$ cat src/rtl/intr_hub_pkg.sv
// Package: register indices and the width constant shared by the
// interrupt controller modules. Assumes a 32-bit register bus.
package intr_hub_pkg;
    localparam int unsigned BUS_W = 32;

    typedef enum logic [2:0] {
        RIDX_STATUS = 3'd0,
        RIDX_PEND   = 3'd1,
        RIDX_ENABLE = 3'd2,
        RIDX_ACK    = 3'd3,
        RIDX_SETEN  = 3'd4,
        RIDX_CLREN  = 3'd5,
        RIDX_VECTOR = 3'd6,
        RIDX_MASTER = 3'd7
    } reg_idx_e;
endpackage

$ cat src/rtl/intr_sense.sv
// Module: intr_sense
// Turns each raw source into one status bit. The sensing style is picked
// per bit by parameter: sticky edge capture or a registered level follower.
// Assumes the sources are already synchronous to clk.
module intr_sense #(
    parameter int unsigned N_SRC     = 8,
    parameter logic [N_SRC-1:0] EDGE_MASK = '0,
    parameter logic [N_SRC-1:0] POL_MASK  = '1
) (
    input  logic             clk,
    input  logic             rst_n,
    input  logic [N_SRC-1:0] src_i,
    input  logic [N_SRC-1:0] ack_i,
    output logic [N_SRC-1:0] status_o
);
    for (genvar i = 0; i < N_SRC; i++) begin : g_bit
        logic act;
        // Normalise polarity so that 1 always means "asserted".
        assign act = POL_MASK[i] ? src_i[i] : ~src_i[i];

        if (EDGE_MASK[i]) begin : g_edge
            logic prev_q;
            // Track the previous level; reset assumes active so no false edge.
            always_ff @(posedge clk) begin
                if (!rst_n) prev_q <= 1'b1;
                else        prev_q <= act;
            end
            // Sticky capture: a new edge wins over a same-cycle acknowledge.
            always_ff @(posedge clk) begin
                if (!rst_n)               status_o[i] <= 1'b0;
                else if (act && !prev_q)  status_o[i] <= 1'b1;
                else if (ack_i[i])        status_o[i] <= 1'b0;
            end
        end else begin : g_level
            // Level follower: acknowledge is ignored.
            always_ff @(posedge clk) begin
                if (!rst_n) status_o[i] <= 1'b0;
                else        status_o[i] <= act;
            end
        end
    end
endmodule

$ cat src/rtl/intr_regs.sv
// Module: intr_regs
// Register file: holds enable and master, decodes the one-shot
// acknowledge/set/clear writes, and muxes the read data.
// Assumes single-cycle writes and combinational reads.
module intr_regs
    import intr_hub_pkg::*;
#(
    parameter int unsigned N_SRC = 8
) (
    input  logic             clk,
    input  logic             rst_n,
    input  logic             we_i,
    input  logic [2:0]       addr_i,
    input  logic [BUS_W-1:0] wdata_i,
    input  logic [N_SRC-1:0] status_i,
    input  logic [N_SRC-1:0] pend_i,
    input  logic [BUS_W-1:0] vector_i,
    output logic [N_SRC-1:0] enable_o,
    output logic             master_o,
    output logic [N_SRC-1:0] ack_o,
    output logic [BUS_W-1:0] rdata_o
);
    reg_idx_e           idx;
    logic [N_SRC-1:0]   wbits;

    assign idx   = reg_idx_e'(addr_i);
    assign wbits = wdata_i[N_SRC-1:0];

    // Acknowledge is a write-only strobe into the sensing stage.
    assign ack_o = (we_i && idx == RIDX_ACK) ? wbits : '0;

    // Enable register: whole write, bitwise set, bitwise clear.
    always_ff @(posedge clk) begin
        if (!rst_n) begin
            enable_o <= '0;
        end else if (we_i) begin
            case (idx)
                RIDX_ENABLE: enable_o <= wbits;
                RIDX_SETEN:  enable_o <= enable_o | wbits;
                RIDX_CLREN:  enable_o <= enable_o & ~wbits;
                default:     enable_o <= enable_o;
            endcase
        end
    end

    // Master enable bit.
    always_ff @(posedge clk) begin
        if (!rst_n)                         master_o <= 1'b0;
        else if (we_i && idx == RIDX_MASTER) master_o <= wdata_i[0];
    end

    // Read multiplexer; write-only locations read as zero.
    always_comb begin
        rdata_o = '0;
        case (idx)
            RIDX_STATUS: rdata_o[N_SRC-1:0] = status_i;
            RIDX_PEND:   rdata_o[N_SRC-1:0] = pend_i;
            RIDX_ENABLE: rdata_o[N_SRC-1:0] = enable_o;
            RIDX_VECTOR: rdata_o            = vector_i;
            RIDX_MASTER: rdata_o[0]         = master_o;
            default:     rdata_o            = '0;
        endcase
    end
endmodule

$ cat src/rtl/intr_vec.sv
// Module: intr_vec
// Finds the lowest-numbered set bit of the pending vector.
// Returns all ones when none is set. Purely combinational.
module intr_vec
    import intr_hub_pkg::*;
#(
    parameter int unsigned N_SRC = 8
) (
    input  logic [N_SRC-1:0] pend_i,
    output logic [BUS_W-1:0] vector_o
);
    // Scan from the top down so the lowest index is written last.
    always_comb begin
        vector_o = '1;
        for (int i = N_SRC - 1; i >= 0; i--) begin
            if (pend_i[i]) vector_o = BUS_W'(i);
        end
    end
endmodule

$ cat src/rtl/intr_out.sv
// Module: intr_out
// Output stage: a registered level request, or a one-cycle pulse on
// each rise of the gated request, chosen by parameter.
module intr_out #(
    parameter bit OUT_PULSE = 1'b0
) (
    input  logic clk,
    input  logic rst_n,
    input  logic any_i,
    input  logic master_i,
    output logic irq_o
);
    logic req;
    assign req = any_i & master_i;

    if (OUT_PULSE) begin : g_pulse
        logic req_q;
        // Remember last cycle's gated request for rise detection.
        always_ff @(posedge clk) begin
            if (!rst_n) req_q <= 1'b0;
            else        req_q <= req;
        end
        // Fire one cycle on each rise.
        always_ff @(posedge clk) begin
            if (!rst_n) irq_o <= 1'b0;
            else        irq_o <= req & ~req_q;
        end
    end else begin : g_level
        // Follow the gated request one cycle later.
        always_ff @(posedge clk) begin
            if (!rst_n) irq_o <= 1'b0;
            else        irq_o <= req;
        end
    end
endmodule

$ cat src/rtl/intr_hub.sv
// Module: intr_hub (top)
// Cascadable interrupt controller: per-source sensing, enable masking,
// master gating, lowest-index vector, and a level or pulse request.
// Assumes N_SRC between 1 and 32, and sources synchronous to clk.
module intr_hub
    import intr_hub_pkg::*;
#(
    parameter int unsigned      N_SRC     = 8,
    parameter logic [N_SRC-1:0] EDGE_MASK = 8'h0F,
    parameter logic [N_SRC-1:0] POL_MASK  = 8'h35,
    parameter bit               OUT_PULSE = 1'b0
) (
    input  logic             clk,
    input  logic             rst_n,
    input  logic [N_SRC-1:0] src_i,
    input  logic             bus_we,
    input  logic [2:0]       bus_addr,
    input  logic [31:0]      bus_wdata,
    output logic [31:0]      bus_rdata,
    output logic             irq_o
);
    logic [N_SRC-1:0] status_w;
    logic [N_SRC-1:0] enable_w;
    logic [N_SRC-1:0] pend_w;
    logic [N_SRC-1:0] ack_w;
    logic [BUS_W-1:0] vector_w;
    logic             master_w;

    // Pending is the enabled part of status.
    assign pend_w = status_w & enable_w;

    intr_sense #(
        .N_SRC(N_SRC), .EDGE_MASK(EDGE_MASK), .POL_MASK(POL_MASK)
    ) u_sense (
        .clk(clk), .rst_n(rst_n), .src_i(src_i),
        .ack_i(ack_w), .status_o(status_w)
    );

    intr_regs #(.N_SRC(N_SRC)) u_regs (
        .clk(clk), .rst_n(rst_n), .we_i(bus_we), .addr_i(bus_addr),
        .wdata_i(bus_wdata), .status_i(status_w), .pend_i(pend_w),
        .vector_i(vector_w), .enable_o(enable_w), .master_o(master_w),
        .ack_o(ack_w), .rdata_o(bus_rdata)
    );

    intr_vec #(.N_SRC(N_SRC)) u_vec (
        .pend_i(pend_w), .vector_o(vector_w)
    );

    intr_out #(.OUT_PULSE(OUT_PULSE)) u_out (
        .clk(clk), .rst_n(rst_n), .any_i(|pend_w),
        .master_i(master_w), .irq_o(irq_o)
    );
endmodule

$ cat config.mk
export PLATFORM = sky130hd
export DESIGN_NAME = intr_hub
export DESIGN_NICKNAME = d
export VERILOG_FILES = /design/src/rtl/intr_hub_pkg.sv /design/src/rtl/intr_sense.sv /design/src/rtl/intr_regs.sv /design/src/rtl/intr_vec.sv /design/src/rtl/intr_out.sv /design/src/rtl/intr_hub.sv
export SDC_FILE = /design/constraint.sdc
export NUM_CORES = 1
export LEC_CHECK = 0
export BUFFER_PORTS_ARGS = -buffer_cell sky130_fd_sc_hd__buf_4
export CELL_PAD_IN_SITES_DETAIL_PLACEMENT = 1
export CELL_PAD_IN_SITES_GLOBAL_PLACEMENT = 1
export CORE_MARGIN = 2
export CORE_UTILIZATION = 30
export DETAILED_ROUTE_END_ITERATION = 10
export PLACE_DENSITY = 0.86
export RECOVER_POWER = 100
export SYNTH_ARGS = -nofsm -noshare
export SYNTH_HDL_FRONTEND = slang
export SYNTH_SLANG_ARGS = --single-unit
$ cat constraint.sdc
create_clock -name clk -period 2.4 [get_ports clk]
set_input_delay 0.48 -clock clk [delete_from_list [all_inputs] [get_ports clk]]
set_output_delay 0.48 -clock clk [all_outputs]
set_load 0.03 [all_outputs]
==> summary.md <==
| Metric | Value |
|---|---|
| Fraction of registers with async set/reset | 0 |
| H-tree levels | 1 |
| Syn Nets | 212 |
| Netlist Area Pre-Place | 0.00135 mm^2 |
| Library cells used by synthesis | 35 |
| Pin count of the biggest net entering global routing | 25 |
| Final Util | 0.373 |
| HPWL Detailed | 2640 um |
| Crit path buf inv count | 3 |
| Core area | 0.00432 mm^2 |
| Per-cell routed wire length | 13.5 um |
| Pwr dens | 516 mW/mm^2 |
| Final hold vios | 0 |
| Layout filler cell count | 542 |
| Antenna cells | 0 |
| Routed WL | 3330 um |
| Crit share post-route | 0.919 |
| Setup CP Type | flip-flop to output pin |
| Vias in the first global route | 1,237 |
| Final hold slack | 0.373 ns |
| RR Startpoint | u_regs.enable_o[2]$_SDFFE_PN0P_ |
| Nets | 242 |
| Placed cell area | 0.00160 mm^2 |
| Startpoint types | flip-flop |
| Post-route cell area | 0.00161 mm^2 |
| Critical Path RT | 1.92 ns |
| Num rows | 24 |
| Num CTS Buffers | 3 |
| Largest stage delay on the critical path | 0.35 ns |
| Hold Path Origin | src_i[6] |
| Avg Inst Size Synth | 8.10 um^2 |
| Gpl congestion | 0.794 |
| Starting Density | 0.311 |
| Max_cap viols | 0 |
| Primary FF master, synth | dfxtp_1 |
| CTS root buf | clkbuf_8 |
| Crit. End Element | output pin |
| DR iter-0 viols | 41 |
| Hold Path End | u_sense.status_o[6]$_SDFF_PN0_ |
| Vias | 1,258 |
| Clock Skew | 0.00406 ns |
| Total power | 0.832 mW |
| Clock buffer depth | 2 |
| Period minus WS final | 2.21 ns |
| RSZ-0062 raised after global routing | no |
| First-pass GRT wire length | 5660 um |
| Hold path cells | 2 |
| Multi-input gate area | 671 um^2 |
| Grt ovf | 0 |
| Worst-path cell chain | a22o_1 > and3b_1 > nand3_2 > inv_1 > buf_6 > buf_4 |
| Hold Path Class | input port to flip-flop |
| Final TNS setup | 0 ns |
| Max frequency | 0.453 GHz |
| Final setup fails | 0 |
| 1st-pass router iterations | 4 |
| Critical Path AT | 1.73 ns |
| CTS sink cnt | 22 |
| DR DRC count | 0 |
| Synth Instances | 166 |
| FF+latch count, synth | 22 |
| Avg Vias per Cell | 5.11 |
| Leakage | 0.693 nW |
| Post CTS Setup Buffer Count | 0 |
| CP top delay family | buffers and inverters |
| Slowest cell on the critical path | dfxtp_1 |
| Slew @ Worst Pin | 0.931 ns |
| Sequential share of the synthesized area | 0.327 |
| GR Util All Layers | 0.137 |
| P&R area growth vs syn | 19.9% |
| Die extent in x | 71.0 um |
| Worst Reg2Reg Path Length in Cells | 3 |
| Final ANT Viol Nets | 0 |
| Worst-path clk slew | 0.07 ns |
| IR Drop Worst-Case VDD | 0.358 mV |
| Max Slew Vio Count | 0 |
| Synthesis Warnings | 0 |
| CTS tree | done |
| Relative slew slack | 0.379 |
| Register-to-register setup slack | 1.34 ns |
| Die Area | 0.00504 mm^2 |
| IO Port Bufs | 54 |
| Reg2reg end | u_out.irq_o$_SDFF_PN0_ |
| Number of synthesized flops with an enable pin | 0 |
| Register area | 440 um^2 |
| Share of cells above drive strength 1 | 0.278 |
| Worst Path Max Fanout | 24 |
| Status | completed |
| Die Y-Extent | 71.0 um |
| Num ports | 79 |
| Initial antenna violation count | 0 |
| Clock Latency Late Sink | 0.26 ns |
-- what timing repair did --
item                                    4_1_cts  5_1_grt
endpoints found under the setup margin        0       24
endpoints found under the hold margin         0        0
gates resized for setup                       0        2
hold buffers                                  0        0
-- stage by stage --
stage	setup slack (ns)	std cells
floorplan	0.151	166
global placement	0.315	243
detailed placement	0.287	243
CTS	0.0754	246
global route	0.0483	246
finish	0.194	246
-- cell usage after synthesis (all sizes together), types with 3 or more instances --
cell	number	area, um^2
buf	28	216
nand2	28	105
dfxtp	22	440
nor2	12	45.0
o21ai	12	60.1
a21oi	7	35.0
nand2b	7	51.3
o2111ai	7	61.3
a22oi	6	45.0
a32oi	4	35.0
inv	4	15.0
a21o	3	22.5
nor2b	3	26.3
-- worst max path at each step --
stage,startpoint,end,slack [ns],depth (start not counted)
after floorplan,bus_addr[0],bus_rdata[10],0.15,5
after global placement,bus_addr[2],bus_rdata[22],0.32,7
after detailed placement,bus_addr[2],bus_rdata[29],0.29,7
after CTS,u_regs.enable_o[2]$_SDFFE_PN0P_,bus_rdata[29],0.08,6
after global routing,u_regs.enable_o[2]$_SDFFE_PN0P_,bus_rdata[23],0.05,6
final,u_regs.enable_o[2]$_SDFFE_PN0P_,bus_rdata[29],0.19,6
-- metal layers --
layer | up-vias | routed length (um) | GRT usage
met1 | 581 | 1530 | 0.176
met2 | 46 | 1550 | 0.235
met5 | - | 0 | 0
met3 | 3 | 232 | 0.0328
li1 | 628 | - | -
met4 | 0 | 16 | 0.0314
-- sequential cells by signal, summed over array words and instances (netlist names) --
register                     flops
u_regs.enable_o                  8
u_sense.status_o                 8
u_sense.g_bit.g_edge.prev_q      4
u_out.irq_o                      1
u_regs.master_o                  1
-- cell usage in the layout (no fill, tap or decap), drive strengths merged --
cell type  count
buf           45
nand2         28
dfxtp         22
clkbuf        13
nor2          12
o21ai         12
a21oi          7
o2111ai        7
nand2b         7
a22oi          6
inv            4
a32oi          4
a21o           3
nor2b          3
and3b          2
nand4          2
o22ai          2
nand3          2
nand3b         2
and2           2
a22o           1
a2bb2oi        1
a32o           1
a31oi          1
o221ai         1
xor2           1
a311oi         1
mux2i          1
and4b          1
-- power by group --
group / internal, mW / switching [mW]
logic: 0.0803 / 0.128
clock network: 0.112 / 0.113
registers: 0.382 / 0.0171
total: 0.574 / 0.258
-- cells by family after synthesis --
kind of cell | share of synthesized area
AND/OR/NAND/NOR | 0.236
AO/OA/AOI/OAI | 0.245
buffers and inverters | 0.178
flip-flops | 0.327
XOR/XNOR | 0.00651
multiplexers | 0.00744
-- worst register-to-register path: cells and delay by family (launching register included) --
kind            cells  cell delay, ns
flops               1            0.35
compound gates      2            0.34
simple gates        1            0.26
-- final cells by class --
class | instances | share of cell area
Multi-Input combinational cell | 110 | 0.416
Sequential cell | 22 | 0.273
Timing Repair Buffer | 55 | 0.236
Tap cell | 52 | 0.0403
Clock buffer | 3 | 0.0256
Inverter | 4 | 0.00931
(Power assumes the default switching activity.)
